### src/rtl/pwb_pkg.sv
package pwb_pkg;
    typedef enum logic [1:0] {
        ST_IDLE  = 2'd0,
        ST_FILL  = 2'd1,
        ST_FLUSH = 2'd2,
        ST_HOLD  = 2'd3
    } pwb_state_e;
endpackage

### src/rtl/pwb_page_buf.sv
// Page staging storage: one byte and one "filled" flag per position.
module pwb_page_buf #(
    parameter int PAGE_BYTES = 32,
    localparam int IW = $clog2(PAGE_BYTES)
) (
    input  logic          clk,
    input  logic          rst_n,
    input  logic          wr_en,
    input  logic [IW-1:0] wr_idx,
    input  logic [7:0]    wr_data,
    input  logic          clr,
    input  logic [IW-1:0] rd_idx,
    output logic [7:0]    rd_data,
    output logic          rd_valid,
    output logic          any_valid
);
    logic [7:0]            mem [PAGE_BYTES];
    logic [PAGE_BYTES-1:0] vld;

    always_ff @(posedge clk or negedge rst_n) begin
        if (!rst_n)     vld <= '0;
        else if (clr)   vld <= '0;
        else if (wr_en) vld[wr_idx] <= 1'b1;
    end

    always_ff @(posedge clk) begin
        if (wr_en) mem[wr_idx] <= wr_data;
    end

    always_comb begin
        rd_data   = mem[rd_idx];
        rd_valid  = vld[rd_idx];
        any_valid = |vld;
    end
endmodule

### src/rtl/pwb_timer.sv
// Counts cycles while run is high; last marks the final cycle of the window.
module pwb_timer #(
    parameter int CYC = 64,
    localparam int CW = $clog2(CYC + 1)
) (
    input  logic clk,
    input  logic rst_n,
    input  logic run,
    output logic last
);
    logic [CW-1:0] cnt;

    always_ff @(posedge clk or negedge rst_n) begin
        if (!rst_n)   cnt <= '0;
        else if (run) cnt <= cnt + 1'b1;
        else          cnt <= '0;
    end

    assign last = run && (cnt == CW'(CYC - 1));
endmodule

### src/rtl/pwb_commit.sv
module pwb_commit
    import pwb_pkg::*;
#(
    parameter int AW         = 13,
    parameter int PAGE_BYTES = 32,
    parameter int TWR_CYC    = 64
) (
    input  logic          clk,
    input  logic          rst_n,
    input  logic          wp,
    input  logic          addr_load,
    input  logic [AW-1:0] addr_in,
    input  logic          byte_stb,
    input  logic [7:0]    byte_in,
    input  logic          start_stb,
    input  logic          stop_stb,
    output logic          busy,
    output logic [AW-1:0] cur_addr,
    output logic          arr_we,
    output logic [AW-1:0] arr_addr,
    output logic [7:0]    arr_wdata
);
    localparam int IW = $clog2(PAGE_BYTES);

    pwb_state_e    state, state_nx;
    logic [AW-1:0] ptr;
    logic [IW-1:0] scan_idx;
    logic          rx_open, ld, take, commit_ok, tdone, buf_clr;
    logic [7:0]    rd_data;
    logic          rd_valid, any_valid;

    // Accept decodes; stop and start outrank address load, which outranks bytes.
    always_comb begin
        rx_open   = (state == ST_IDLE) || (state == ST_FILL);
        ld        = rx_open && addr_load && !start_stb && !stop_stb;
        take      = (state == ST_FILL) && byte_stb && !addr_load && !start_stb && !stop_stb;
        commit_ok = any_valid && !wp;
        buf_clr   = (rx_open && (start_stb || addr_load))
                 || ((state == ST_FILL) && stop_stb && !commit_ok)
                 || (busy && tdone);
    end

    pwb_page_buf #(.PAGE_BYTES(PAGE_BYTES)) u_buf (
        .clk      (clk),
        .rst_n    (rst_n),
        .wr_en    (take),
        .wr_idx   (ptr[IW-1:0]),
        .wr_data  (byte_in),
        .clr      (buf_clr),
        .rd_idx   (scan_idx),
        .rd_data  (rd_data),
        .rd_valid (rd_valid),
        .any_valid(any_valid)
    );

    pwb_timer #(.CYC(TWR_CYC)) u_tmr (
        .clk  (clk),
        .rst_n(rst_n),
        .run  (busy),
        .last (tdone)
    );

    // Next-state logic
    always_comb begin
        state_nx = state;
        unique case (state)
            ST_IDLE:  if (ld) state_nx = ST_FILL;
            ST_FILL: begin
                if (stop_stb)       state_nx = commit_ok ? ST_FLUSH : ST_IDLE;
                else if (start_stb) state_nx = ST_IDLE;
            end
            ST_FLUSH: begin
                if (tdone)                         state_nx = ST_IDLE;
                else if (&scan_idx)                state_nx = ST_HOLD;
            end
            ST_HOLD:  if (tdone) state_nx = ST_IDLE;
        endcase
    end

    // State register
    always_ff @(posedge clk or negedge rst_n) begin
        if (!rst_n) state <= ST_IDLE;
        else        state <= state_nx;
    end

    // Scan index and persistent pointer
    always_ff @(posedge clk or negedge rst_n) begin
        if (!rst_n) begin
            scan_idx <= '0;
            ptr      <= '0;
        end else begin
            scan_idx <= (state == ST_FLUSH) ? scan_idx + 1'b1 : '0;
            if (ld)
                ptr <= addr_in;
            else if (take)
                ptr <= {ptr[AW-1:IW], ptr[IW-1:0] + 1'b1};
        end
    end

    // Outputs
    always_comb begin
        busy      = (state == ST_FLUSH) || (state == ST_HOLD);
        arr_we    = (state == ST_FLUSH) && rd_valid;
        arr_addr  = {ptr[AW-1:IW], scan_idx};
        arr_wdata = rd_data;
        cur_addr  = ptr;
    end
endmodule

### config.mk
export PLATFORM = sky130hd
export DESIGN_NAME = pwb_commit
export DESIGN_NICKNAME = d
export VERILOG_FILES = /design/src/rtl/pwb_pkg.sv /design/src/rtl/pwb_page_buf.sv /design/src/rtl/pwb_timer.sv /design/src/rtl/pwb_commit.sv
export SDC_FILE = /design/constraint.sdc
export NUM_CORES = 1
export LEC_CHECK = 0
export BUFFER_PORTS_ARGS = -buffer_cell sky130_fd_sc_hd__buf_2
export CORE_MARGIN = 2
export CORE_UTILIZATION = 41
export CTS_CLUSTER_SIZE = 12
export DETAILED_ROUTE_END_ITERATION = 12
export PLACE_DENSITY = 0.55
export SYNTH_ARGS = -nofsm -noshare
export SYNTH_HDL_FRONTEND = slang
export SYNTH_SLANG_ARGS = --single-unit
### constraint.sdc
create_clock -name clk -period 3.9 [get_ports clk]
set_clock_uncertainty 0.05 [all_clocks]
set_input_delay 0 -clock clk [delete_from_list [all_inputs] [get_ports clk]]
set_output_delay 0 -clock clk [all_outputs]
set_load 0.05 [all_outputs]
==> flow_summary.ini <==
[hold_path]
hold_class = primary input to flop
hp-start = byte_in[7]

[detailed_routing]
drcViolationCount = 0
wl_per_cell_um = 25.13
wirelength_mm = 30.20
firstDrtPassIters = 5
ant_nets = 0
routed_via_density = 5.759
drtIter0Drc = 637
vias = 6922

[critical_path]
slowest_stage = dfrtp_4
required_ns = 3.85
path_class = flop to primary output
path_delay_family = multiplexers
cp.depth = 6
cp-endpoint = arr_wdata[4]
worst-path-max-fanout = 28
crit_path_start = scan_idx[0]
r2r_slack_ns = 0.73
critical_path.cell_chain = buf_4 > mux4_2 > mux4_2 > nand2_1 > o21ai_1 > buf_2
start_kind = flop
reg2reg_to = u_buf.mem[8][1]
cp-end-kind = primary output
cp_num_buf_inv = 2
slowest_delay_ns = 0.78
crit_top_cell = mux4_2
crit_arrival_ns = 3.25
r2r_cells = 4
r2r-start = state[1]

[yosys]
syn_nets = 734
ys_seq_area_share_pct = 70.92
syn_inst = 699
syn_area_um2 = 12920
ys_types = 47
avgSynthCellArea_um2 = 18.49
ys_warn_count = 0
synth_seq_cells = 315

[finish]
drive_gt1_share_pct = 28.25
final_core_util_pct = 47.47
mostFrequentLayoutCell = edfxtp_1
n_fill_cell = 2566
diodes = 0
final_cell_mix = edfxtp_1 (256), mux4_2 (88), buf_2 (63)
num-nets-final = 813
area_delta_synth_final_pct = 15.03

[floorplanning]
io_pins = 64
fp.dieH_um = 181.5
rows = 65
dieArea_um2 = 32950
die_x_um = 181.5
start_util_pct = 41.27
coreArea_um2 = 31310

[cts]
clock_sinks = 315
postCtsSetupBuffers = 0
cts_root_buf = clkbuf_16
cts_buffers = 36
path_clk_slew_ns = 0.06
cts_resized = 0
cts_tree = done
ctsHoldBuffers = 16
clk_latency_ns = 0.51
clk_path_buf_depth = 3
cts.htree.levels = 2

[grt]
grt_max_degree = 60
grtUsageTotal_pct = 18.84
grt_pass1_wl_mm = 46.33
first_global_vias = 7207
antenna_found_initial = 0
overflow = 0

[status]
outcome = completed

[timing]
tightest_slew_ns = 1.202
hold_viol = 0
max_freq_ghz = 0.3028
rsz0062_at_grt = no
holdWs_ns = 0.03934
tns_ns = 0
slew_headroom_pct = 19.85
setup_viol = 0
fin_ws_ns = 0.5975
drv_slew = 0
finalCriticalPeriod_ns = 3.302
period_share_pct = 84.68

[flow_run]
maxCapViolations = 0

[pwr]
p_comb_share_pct = 1.9
p_leak_nw = 5.067
p_int_mw = 5.615
swShare_pct = 19.94
powerDensity_nw_per_um2 = 471.8
power.share.clock_pct = 46.1
power_frac_seq_pct = 52.0
p_sw_mw = 1.398
irDropWorstVdd_v = 0.0002933

[placement]
dpl.hpwl_mm = 18.97
numPortBuffers = 63
preCtsSetupSlack_ns = 0.7105
gp_congestion = 0.8264
-- synth_stat cells (all sizes together) --
cell	n	share of area, %
a2111oi	2	0.14
a211oi	32	1.9
a21boi	1	0.058
a21oi	33	1.3
a31o	1	0.068
and2	9	0.44
and3	3	0.15
and3b	3	0.20
buf	22	1.3
clkbuf	25	0.73
clkinv	1	0.029
dfrtp	59	11
edfxtp	256	59
ha	7	0.68
inv	16	0.46
mux2	9	0.78
mux2i	2	0.15
mux4	88	15
nand2	21	0.61
nand2b	2	0.097
nand3	5	0.19
nand3b	2	0.12
nand4	2	0.097
nand4bb	1	0.087
nor2	40	1.2
nor2b	4	0.19
nor3	8	0.46
nor3b	2	0.15
nor4	10	0.48
o211ai	1	0.058
o21ai	14	0.54
o21bai	1	0.058
o31ai	2	0.12
or2	2	0.097
or3	2	0.097
or3b	1	0.068
xnor2	7	0.47
xor2	3	0.20
-- worst min path at each step --
stage,end,slack [ns],cells after the start
after floorplan,cur_addr[0],-0.35,0
after global placement,u_buf.vld[5],0.13,2
after detailed placement,u_buf.vld[7],0.15,2
after CTS,state[0],0.02,3
after global routing,u_buf.mem[21][6],0.06,1
final,u_buf.mem[16][7],0.04,1
-- sequential cells by signal, summed over array words and instances, names as in the netlist --
register,count
scan_idx,5
state,2
cur_addr,13
u_tmr.cnt,7
u_buf.mem,256
u_buf.vld,32
-- power groups by stage --
stage / Clock [mW] / Combinational, mW / Sequential, mW
final: 3.23 / 0.132 / 3.65
after global routing: 3.43 / 0.145 / 3.65
after CTS: 3.30 / 0.136 / 3.65
after detailed placement: 0 / 0.124 / 3.72
after global placement: 0 / 0.123 / 3.72
after floorplan: 0 / 0.0248 / 3.73
-- routing by layer --
metal,up-vias,GRT usage (%),routed length [µm]
met3,42,2.647,1628
met4,0,4.715,564
met1,3645,27.10,13540
met2,275,30.61,14470
met5,-,0,0
li1,2960,-,-
-- cell type report --
cell class / count / area, µm² / area share (%)
Tap cell: 402 / 503.0 / 3.384
Multi-Input combinational cell: 320 / 3433 / 23.10
Sequential cell: 315 / 9169 / 61.69
Clock inverter: 19 / 175.2 / 1.179
Inverter: 17 / 63.81 / 0.4293
Clock buffer: 41 / 950.9 / 6.398
Timing Repair Buffer: 88 / 568.0 / 3.822
-- stage by stage --
step	std cells	instance area [µm²]	power, mW
6_report	1202	14860	7.013
5_1_grt	1202	14860	7.221
4_1_cts	1202	14860	7.089
3_5_place_dp	1126	13580	3.842
3_3_place_gp	1126	13580	3.841
2_1_floorplan	699	12920	3.752
-- worst register-to-register path: stages (launching register included) --
cell and delay (ns):
dfrtp_1 0.55, nand4bb_1 0.49, nor2_1 0.48, nand2_1 0.50
nor2_1 0.73
-- logic make-up (layout without fill, tap and decap cells) --
logic type	after synthesis	count (layout)	share of synthesized area (%)
AO/OA/AOI/OAI	87	87	4.174
XOR/XNOR	10	10	0.6779
buffers and inverters	64	165	2.566
flip-flops	315	315	70.92
multiplexers	99	99	16.28
AND/OR/NAND/NOR	117	117	4.706
adder cells (fa/ha/maj)	7	7	0.6778
Power figures use the tool's default switching activity.
